File: src/rtl/wdog_pkg.sv
package wdog_pkg;

  localparam logic [1:0] ADDR_CTRL = 2'd0;
  localparam logic [1:0] ADDR_PER  = 2'd1;
  localparam logic [1:0] ADDR_SVC  = 2'd2;
  localparam logic [7:0] SVC_MAGIC = 8'h6B;

  typedef struct packed {
    logic ind_en;
    logic rst_en;
    logic lock;
    logic en_rec;
    logic en_norm;
  } ctrl_t;

  function automatic ctrl_t ctrl_from_byte(input logic [7:0] b);
    ctrl_t c;
    c.en_norm = b[0];
    c.en_rec  = b[1];
    c.lock    = b[2];
    c.rst_en  = b[6];
    c.ind_en  = b[7];
    return c;
  endfunction

  function automatic logic [7:0] ctrl_to_byte(input ctrl_t c);
    return {c.ind_en, c.rst_en, 3'b000, c.lock, c.en_rec, c.en_norm};
  endfunction

  function automatic logic ctrl_armed(input ctrl_t c);
    return c.en_norm | c.en_rec;
  endfunction

  function automatic logic is_service(input logic wr, input logic [1:0] a,
                                      input logic [7:0] d);
    return wr && (a == ADDR_SVC) && (d == SVC_MAGIC);
  endfunction

endpackage

File: src/rtl/wdog_regs.sv
module wdog_regs
  import wdog_pkg::*;
(
  input  logic       clk,
  input  logic       rst_n,
  input  logic       bus_wr,
  input  logic       bus_rd,
  input  logic [1:0] bus_addr,
  input  logic [7:0] bus_wdata,
  output ctrl_t      ctrl_q,
  output logic [7:0] per_q,
  output logic [7:0] bus_rdata,
  output logic       svc_ok,
  output logic       locked
);

  assign locked = ctrl_q.lock && ctrl_armed(ctrl_q);
  assign svc_ok = is_service(bus_wr, bus_addr, bus_wdata);

  logic wr_ctrl, wr_per;
  assign wr_ctrl = bus_wr && (bus_addr == ADDR_CTRL) && !locked;
  assign wr_per  = bus_wr && (bus_addr == ADDR_PER) && !locked;

  always_ff @(posedge clk) begin
    if (!rst_n) begin
      ctrl_q <= '0;
      per_q  <= '0;
    end else begin
      if (wr_ctrl) ctrl_q <= ctrl_from_byte(bus_wdata);
      if (wr_per)  per_q  <= bus_wdata;
    end
  end

  logic [7:0] rd_mux;
  always_comb begin
    unique case (bus_addr)
      ADDR_CTRL: rd_mux = ctrl_to_byte(ctrl_q);
      ADDR_PER:  rd_mux = per_q;
      default:   rd_mux = 8'h00;
    endcase
  end

  always_ff @(posedge clk) begin
    if (!rst_n)      bus_rdata <= '0;
    else if (bus_rd) bus_rdata <= rd_mux;
  end

endmodule

File: src/rtl/wdog_tick.sv
module wdog_tick #(
  parameter int unsigned CLK_PER_SEC = 50_000_000
) (
  input  logic clk,
  input  logic rst_n,
  input  logic run,
  input  logic restart,
  output logic tick
);

  localparam int unsigned PW = (CLK_PER_SEC > 1) ? $clog2(CLK_PER_SEC) : 1;
  localparam logic [PW-1:0] LAST = PW'(CLK_PER_SEC - 1);

  logic [PW-1:0] presc_q;

  assign tick = run && (presc_q == LAST);

  always_ff @(posedge clk) begin
    if (!rst_n)              presc_q <= '0;
    else if (restart || !run) presc_q <= '0;
    else if (tick)           presc_q <= '0;
    else                     presc_q <= presc_q + 1'b1;
  end

endmodule

File: src/rtl/wdog_core.sv
module wdog_core #(
  parameter int unsigned PULSE_LEN = 16
) (
  input  logic       clk,
  input  logic       rst_n,
  input  logic       armed,
  input  logic       mode_rec,
  input  logic       rst_en,
  input  logic       ind_en,
  input  logic       svc_ok,
  input  logic [7:0] per,
  input  logic       tick,
  output logic       run,
  output logic       expire_ev,
  output logic [7:0] cnt_q,
  output logic       pulse_active,
  output logic       sys_rst_o,
  output logic       tmo_ind_o,
  output logic       fired_n_q,
  output logic       fired_r_q
);

  localparam int unsigned PCW = $clog2(PULSE_LEN + 1);

  logic expired_q;
  logic [PCW-1:0] pulse_q;
  logic rst_lat_q, ind_lat_q;

  assign run       = armed && !expired_q;
  assign expire_ev = run && (cnt_q == 8'd0) && !svc_ok;

  always_ff @(posedge clk) begin
    if (!rst_n)                      cnt_q <= '0;
    else if (svc_ok)                 cnt_q <= per;
    else if (tick && cnt_q != 8'd0)  cnt_q <= cnt_q - 8'd1;
  end

  always_ff @(posedge clk) begin
    if (!rst_n)         expired_q <= 1'b0;
    else if (svc_ok)    expired_q <= 1'b0;
    else if (expire_ev) expired_q <= 1'b1;
  end

  always_ff @(posedge clk) begin
    if (!rst_n) begin
      pulse_q   <= '0;
      rst_lat_q <= 1'b0;
      ind_lat_q <= 1'b0;
    end else if (expire_ev) begin
      pulse_q   <= PCW'(PULSE_LEN);
      rst_lat_q <= rst_en;
      ind_lat_q <= ind_en;
    end else if (pulse_q != '0) begin
      pulse_q   <= pulse_q - 1'b1;
    end
  end

  assign pulse_active = (pulse_q != '0);
  assign sys_rst_o    = pulse_active && rst_lat_q;
  assign tmo_ind_o    = pulse_active && ind_lat_q;

  always_ff @(posedge clk) begin
    if (!rst_n || svc_ok) begin
      fired_n_q <= 1'b0;
      fired_r_q <= 1'b0;
    end else if (expire_ev) begin
      fired_r_q <= mode_rec;
      fired_n_q <= !mode_rec;
    end
  end

endmodule

File: src/rtl/wdog_regblk.sv
module wdog_regblk
  import wdog_pkg::*;
#(
  parameter int unsigned CLK_PER_SEC = 50_000_000,
  parameter int unsigned PULSE_LEN   = 16
) (
  input  logic       clk,
  input  logic       rst_n,
  input  logic       bus_wr,
  input  logic       bus_rd,
  input  logic [1:0] bus_addr,
  input  logic [7:0] bus_wdata,
  output logic [7:0] bus_rdata,
  output logic       sys_rst_o,
  output logic       tmo_ind_o,
  output logic       fired_normal_o,
  output logic       fired_recovery_o
);

  ctrl_t      ctrl_q;
  logic [7:0] ctrl_byte;
  logic [7:0] per_q;
  logic [7:0] cnt_q;
  logic       svc_ok, locked, tick, run, expire_ev, pulse_active, armed;

  assign ctrl_byte = ctrl_to_byte(ctrl_q);
  assign armed     = ctrl_armed(ctrl_q);

  wdog_regs u_regs (
    .clk       (clk),
    .rst_n     (rst_n),
    .bus_wr    (bus_wr),
    .bus_rd    (bus_rd),
    .bus_addr  (bus_addr),
    .bus_wdata (bus_wdata),
    .ctrl_q    (ctrl_q),
    .per_q     (per_q),
    .bus_rdata (bus_rdata),
    .svc_ok    (svc_ok),
    .locked    (locked)
  );

  wdog_tick #(.CLK_PER_SEC(CLK_PER_SEC)) u_tick (
    .clk     (clk),
    .rst_n   (rst_n),
    .run     (run),
    .restart (svc_ok),
    .tick    (tick)
  );

  wdog_core #(.PULSE_LEN(PULSE_LEN)) u_core (
    .clk          (clk),
    .rst_n        (rst_n),
    .armed        (armed),
    .mode_rec     (ctrl_q.en_rec),
    .rst_en       (ctrl_q.rst_en),
    .ind_en       (ctrl_q.ind_en),
    .svc_ok       (svc_ok),
    .per          (per_q),
    .tick         (tick),
    .run          (run),
    .expire_ev    (expire_ev),
    .cnt_q        (cnt_q),
    .pulse_active (pulse_active),
    .sys_rst_o    (sys_rst_o),
    .tmo_ind_o    (tmo_ind_o),
    .fired_n_q    (fired_normal_o),
    .fired_r_q    (fired_recovery_o)
  );

endmodule

File: config.mk
export PLATFORM = sky130hd
export DESIGN_NAME = wdog_regblk
export DESIGN_NICKNAME = d
export VERILOG_FILES = /design/src/rtl/wdog_pkg.sv /design/src/rtl/wdog_regs.sv /design/src/rtl/wdog_tick.sv /design/src/rtl/wdog_core.sv /design/src/rtl/wdog_regblk.sv
export SDC_FILE = /design/constraint.sdc
export NUM_CORES = 1
export LEC_CHECK = 0
export BUFFER_PORTS_ARGS = -buffer_cell sky130_fd_sc_hd__buf_2
export CAP_MARGIN = 20
export CORE_MARGIN = 2
export CORE_UTILIZATION = 53
export CTS_CLUSTER_DIAMETER = 80
export DETAILED_ROUTE_END_ITERATION = 6
export PLACE_DENSITY = 0.75
export SLEW_MARGIN = 15
export SYNTH_ARGS = -nofsm -noshare
export SYNTH_HDL_FRONTEND = slang
export SYNTH_HIERARCHICAL = 1
export SYNTH_SLANG_ARGS = --single-unit
File: constraint.sdc
create_clock -name clk -period 2.2 [get_ports clk]
set_input_delay 0.22 -clock clk [delete_from_list [all_inputs] [get_ports clk]]
set_output_delay 0.22 -clock clk [all_outputs]
set_load 0.02 [all_outputs]
==> results.tsv, run 1 <==
metric	value	unit
Worst Reg-to-Reg Cells	9	
Slew Limit Fails	0	
grt ovf	0	
initial core utilization	0.539	
crit start category	register	
Post-Syn Area	3150	um2
RSZ-0062 raised after global routing	true	
number of cell rows	28	
Leak	1.38	nW
Cell Pwr Density	744	nW/um2
drt first pass iters	4	
drt total wl	6.25	mm
Worst Hold Depth	3	
initial antenna violation count	0	
Root Buffer Master	clkbuf_8	
run status	complete, no violations	
fmax	466	MHz
Placer Congestion	0.838	
Ports	26	
CTS max path bufs	2	
DPL Wire Length	4.37	mm
Avg WL per Cell	13.5	um
DRC Markers	0	
Hold Slack	0.132	ns
hold endpoint	u_regs/per_q[3]	
shortest period the worst path allows	2.15	ns
final-report hold violation count	0	
vias	2565	
post-layout util	0.623	
H-tree depth	3	
Post-Synthesis Cells	352	
HP Class	in -> reg	
share of cells above drive strength 1	0.211	
CTS Buf Count	9	
min-delay src	bus_wdata[3]	
Fillers	509	
MaxCap Viol Count	0	
final critical-path share of the clock period	0.976	
die height	81.1	um
pre-CTS WS	0.0206	ns
total power	2.71	mW
nets@finish	401	
largest net degree at the start of global routing	27	
Ant. Diodes	0	
Skew-Pair Late Insertion Delay	0.34	ns
Avg Vias per Cell	5.54	
CTS tree	built	
synthesized area per cell	8.96	um2
Fin Clk Skew	0.0100	ns
final setup violation count	0	
CTS clk-pin slew, worst paths	0.07	ns
TNS Setup	0	ns
Syn Nets	370	
ANT nets after route	0	
core area	5850	um2
gr usage total	0.200	
CP Max Fanout	3	
worst reg-to-reg setup slack	0.05	ns
kind of critical path	reg -> reg	
Worst Max-Slew Pin Slew	0.560	ns
clk sinks	65	
reg-to-reg endpoint	u_core/cnt_q[6]	
drt first-iter violations	130	
Reg area	1310	um2
RR Startpoint	u_regs/ctrl_q[1]	
vias in the first global route	2297	
multi-input logic area	1740	um2
synth warn	6	
Horiz. Die Dim	81.1	um
first-pass GRT wire length	10.1	mm
Slew HR	0.623	
Syn-to-layout area delta	15.6	%
final worst setup slack	0.0528	ns
WP data required	2.43	ns
WP data arrival	2.38	ns
Max IR drop VDD	588	uV
crit path capture type	register	
I/O Buffers	25	
die area	6580	um2
registers in the layout (all words and copies together), names as in the netlist:
| register | cells |
|---|---|
| u_core/rst_lat_q | 1 |
| u_core/ind_lat_q | 1 |
| u_core/pulse_q | 5 |
| u_regs/bus_rdata | 8 |
| u_core/cnt_q | 8 |
| u_core/fired_n_q | 1 |
| u_regs/per_q | 8 |
| u_core/fired_r_q | 1 |
| u_core/expired_q | 1 |
| u_tick/presc_q | 26 |
| u_regs/ctrl_q | 5 |
report_power, final:
part / switching, mW / internal, mW
Combinational: 0.157 / 0.160
Sequential: 0.0286 / 1.22
Clock: 0.454 / 0.696
Total: 0.640 / 2.07
placed cells by master (no fill, tap or decap), types with 3 or more instances in the layout:
master	n
o21ai_0	13
xor2_1	8
and2_1	7
nor2_1	21
o22ai_1	5
buf_2	25
or4_1	4
clkbuf_8	11
buf_4	10
dfxtp_2	3
or3_1	10
nor3_1	4
and4_1	3
dfxtp_1	62
nor2b_1	3
o31ai_1	6
nand2b_1	8
inv_1	16
a21boi_1	3
nand2_1	46
ha_1	3
mux2i_1	22
nand3_1	10
a21oi_1	18
nand4_1	8
xnor2_1	6
and3_1	3
per-layer routing:
metal  up-vias  routed length (um)  GRT usage
met5         -                   0          0
met4         0                  76      0.102
met3         8                 239     0.0433
met2        48                2880      0.315
met1      1201                3060      0.258
li1       1308                   -          -
critical path, cell delays in order (launching register included):
cell and delay [ns]:
dfxtp_2 0.32, or2_1 0.09, nor2b_4 0.14, nor4b_4 0.18, nand4_1 0.17, nor2_2 0.16, or4b_4 0.51, nor2_1 0.16
xor2_1 0.08, o2111a_1 0.23
cell type report:
| cell class | count | share of cell area |
|---|---|---|
| clock buffers | 11 | 0.0415 |
| clock inverters | 5 | 0.0213 |
| inverters | 16 | 0.0165 |
| multi-input cells | 255 | 0.477 |
| flip-flops and latches | 65 | 0.358 |
| well taps | 75 | 0.0257 |
| repair buffers | 36 | 0.0604 |
metrics by stage:
stage / std cells / instance area, um2
2_1_floorplan: 352 / 3160
3_3_place_gp: 446 / 3360
3_5_place_dp: 446 / 3360
4_1_cts: 462 / 3600
5_1_grt: 463 / 3650
6_report: 463 / 3650
repair_timing:
action	in CTS	in global routing
hold buffers	0	0
endpoints found under the hold margin	0	0
gates cloned	0	0
setup endpoints to repair	2	6
resized for setup	2	10
pin swaps	0	7
setup buffers	0	1
how the worst max path moves through the flow:
stage	startpoint	to	cells after the start
after CTS	u_regs/ctrl_q[1]	u_core/cnt_q[7]	9
after global placement	u_regs/ctrl_q[1]	u_core/cnt_q[7]	9
after floorplan	u_tick/presc_q[0]	u_core/cnt_q[7]	9
after detailed placement	u_regs/ctrl_q[1]	u_core/cnt_q[7]	9
final	u_regs/ctrl_q[1]	u_core/cnt_q[6]	9
after global routing	u_regs/ctrl_q[1]	u_core/cnt_q[7]	9
(Power assumes the default switching activity.)
==> run 2: changes to the inputs <==
RECOVER_POWER = 50   (was not set)
==> results.tsv, run 2 (synthesis gave the netlist of run 1 again) <==
metric	value	unit	change
run status	complete, no violations		unchanged
I/O Buffers	25		unchanged
NetSw	0.633	mW	was 0.640 mW
hold_buf cts	0		unchanged
CP endpoint	u_core/cnt_q[6]		unchanged
Placer Congestion	0.838		unchanged
initial core utilization	0.539		unchanged
Ports	26		unchanged
min-delay src	bus_wdata[3]		unchanged
first-pass GRT wire length	10.1	mm	unchanged
initial antenna violation count	0		unchanged
Skew-Pair Late Insertion Delay	0.34	ns	about the same
Comb pwr share	0.115		was 0.117
CP Max Fanout	3		unchanged
clock network fraction of design power	0.423		was 0.424
worst reg-to-reg setup slack	0.05	ns	about the same
Fin Clk Skew	0.00914	ns	was 0.0100 ns
DPL Wire Length	4.37	mm	unchanged
fmax	464	MHz	was 466 MHz
reg-to-reg endpoint	u_core/cnt_q[6]		unchanged
drt first-iter violations	113		was 130
drt total wl	6.24	mm	was 6.25 mm
Worst Reg-to-Reg Cells	9		unchanged
vias in the first global route	2297		unchanged
TNS Setup	0	ns	unchanged
Worst Setup SP	u_regs/ctrl_q[1]		unchanged
sequential share of power	0.461		was 0.459
Avg WL per Cell	13.5	um	about the same
die height	81.1	um	unchanged
Worst Max-Slew Pin Slew	0.979	ns	was 0.560 ns
share of cells above drive strength 1	0.173		was 0.211
RSZ-0062 raised after global routing	true		unchanged
WP data required	2.43	ns	about the same
crit start category	register		unchanged
Reg with most FFs	u_tick/presc_q		unchanged
Leak	1.33	nW	was 1.38 nW
Final Non-Filler Cells	463		unchanged
DRC Markers	0		unchanged
MaxCap Viol Count	0		unchanged
RR Startpoint	u_regs/ctrl_q[1]		unchanged
Cell Pwr Density	750	nW/um2	was 744 nW/um2
HP Class	in -> reg		unchanged
Syn-to-layout area delta	14.2	%	was 15.6%
kind of critical path	reg -> reg		unchanged
Root Buffer Master	clkbuf_8		unchanged
Avg Vias per Cell	5.51		was 5.54
placed cells	446		unchanged
core area	5850	um2	unchanged
drt first pass iters	4		unchanged
nets@finish	401		unchanged
Slew Limit Fails	0		unchanged
WP data arrival	2.38	ns	about the same
number of cell rows	28		unchanged
grt ovf	0		unchanged
CTS max path bufs	2		unchanged
post-layout util	0.615		was 0.623
H-tree depth	3		unchanged
final critical-path share of the clock period	0.979		was 0.976
crit path capture type	register		unchanged
commonest non-fill, non-tap cell in the layout	dfxtp_1		unchanged
sw frac	0.234		was 0.236
Horiz. Die Dim	81.1	um	unchanged
Ant. Diodes	0		unchanged
final setup violation count	0		unchanged
max reg flops	26		unchanged
shortest period the worst path allows	2.15	ns	about the same
final-report hold violation count	0		unchanged
largest net degree at the start of global routing	27		unchanged
clk sinks	65		unchanged
Max IR drop VDD	588	uV	about the same
CTS Buf Count	9		unchanged
gr usage total	0.200		unchanged
vias	2550		was 2565
CTS clk-pin slew, worst paths	0.07	ns	about the same
die area	6580	um2	unchanged
most frequent cells in the layout	dfxtp_1, nand2_1, mux2i_1		was dfxtp_1, nand2_1, buf_2
Int Power	2.07	mW	about the same
CTS tree	built		unchanged
ANT nets after route	0		unchanged
Slew HR	0.347		was 0.623
## run 2: changes by cell type in the layout (fill, tap and decap cells not counted), sizes merged
cell	before	now
buf	36	21
clkbuf	11	26
## run 2: worst min-delay path by stage
stage / depth (start not counted) / slack (ns) / to
6_report: 3 / 0.14 / u_regs/per_q[3]
5_1_grt: 3 / 0.12 / u_regs/per_q[3]
4_1_cts: 3 / 0.11 / u_regs/per_q[5]
3_5_place_dp: 2 / 0.46 / u_core/expired_q
3_3_place_gp: 2 / 0.44 / u_core/fired_n_q
2_1_floorplan: 2 / 0.36 / u_regs/per_q[2]
## run 2: layout make-up
| class | count | area [um2] |
|---|---|---|
| multi-input cells | 255 | 1730 |
| fillers | 520 | 2250 |
| inverters | 16 | 60.1 |
| flip-flops and latches | 65 | 1310 |
| clock inverters | 5 | 77.6 |
| well taps | 75 | 93.8 |
| clock buffers | 11 | 151 |
| repair buffers | 36 | 188 |
## run 2: per-stage QoR
step	hold WS (ns)	cell area [um2]	power [mW]	setup slack, ns
2_1_floorplan	0.362	3160	1.48	0.0299
3_3_place_gp	0.445	3360	1.53	0.104
3_5_place_dp	0.456	3360	1.54	0.0206
4_1_cts	0.112	3600	2.72	0.00832
5_1_grt	0.124	3600	2.82	-0.0896
6_report	0.139	3600	2.70	0.0454
## run 2: worst max-delay path, cell delays in order, from the launching register on
cell,delay (ns)
dfxtp_2,0.32
or2_1,0.09
nor2b_4,0.14
nor4b_4,0.18
nand4_1,0.17
nor2_2,0.16
or4b_4,0.51
nor2_1,0.16
xor2_1,0.08
o2111a_1,0.23
## run 2: routing by layer
metal / vias up / share of wire / GRT usage / wire [um]
met5: - / 0 / 0 / 0
met4: 0 / 0.0077 / 0.102 / 48
met3: 4 / 0.038 / 0.0433 / 238
met2: 46 / 0.46 / 0.315 / 2900
met1: 1191 / 0.49 / 0.258 / 3050
li1: 1309 / - / - / -
## run 2: power groups by stage
| stage | Sequential (mW) | Combinational (mW) | Clock [mW] |
|---|---|---|---|
| CTS | 1.25 | 0.289 | 1.19 |
| floorplan | 1.27 | 0.207 | 0 |
| global placement | 1.27 | 0.261 | 0 |
| finish | 1.25 | 0.311 | 1.14 |
| global route | 1.25 | 0.343 | 1.23 |
| detailed placement | 1.27 | 0.271 | 0 |
## run 2: what timing repair did
item,CTS,global route
pin swaps,0,7
endpoints found under the hold margin,0,0
setup endpoints to repair,2,6
setup buffers,0,1
gates resized for setup,2,10
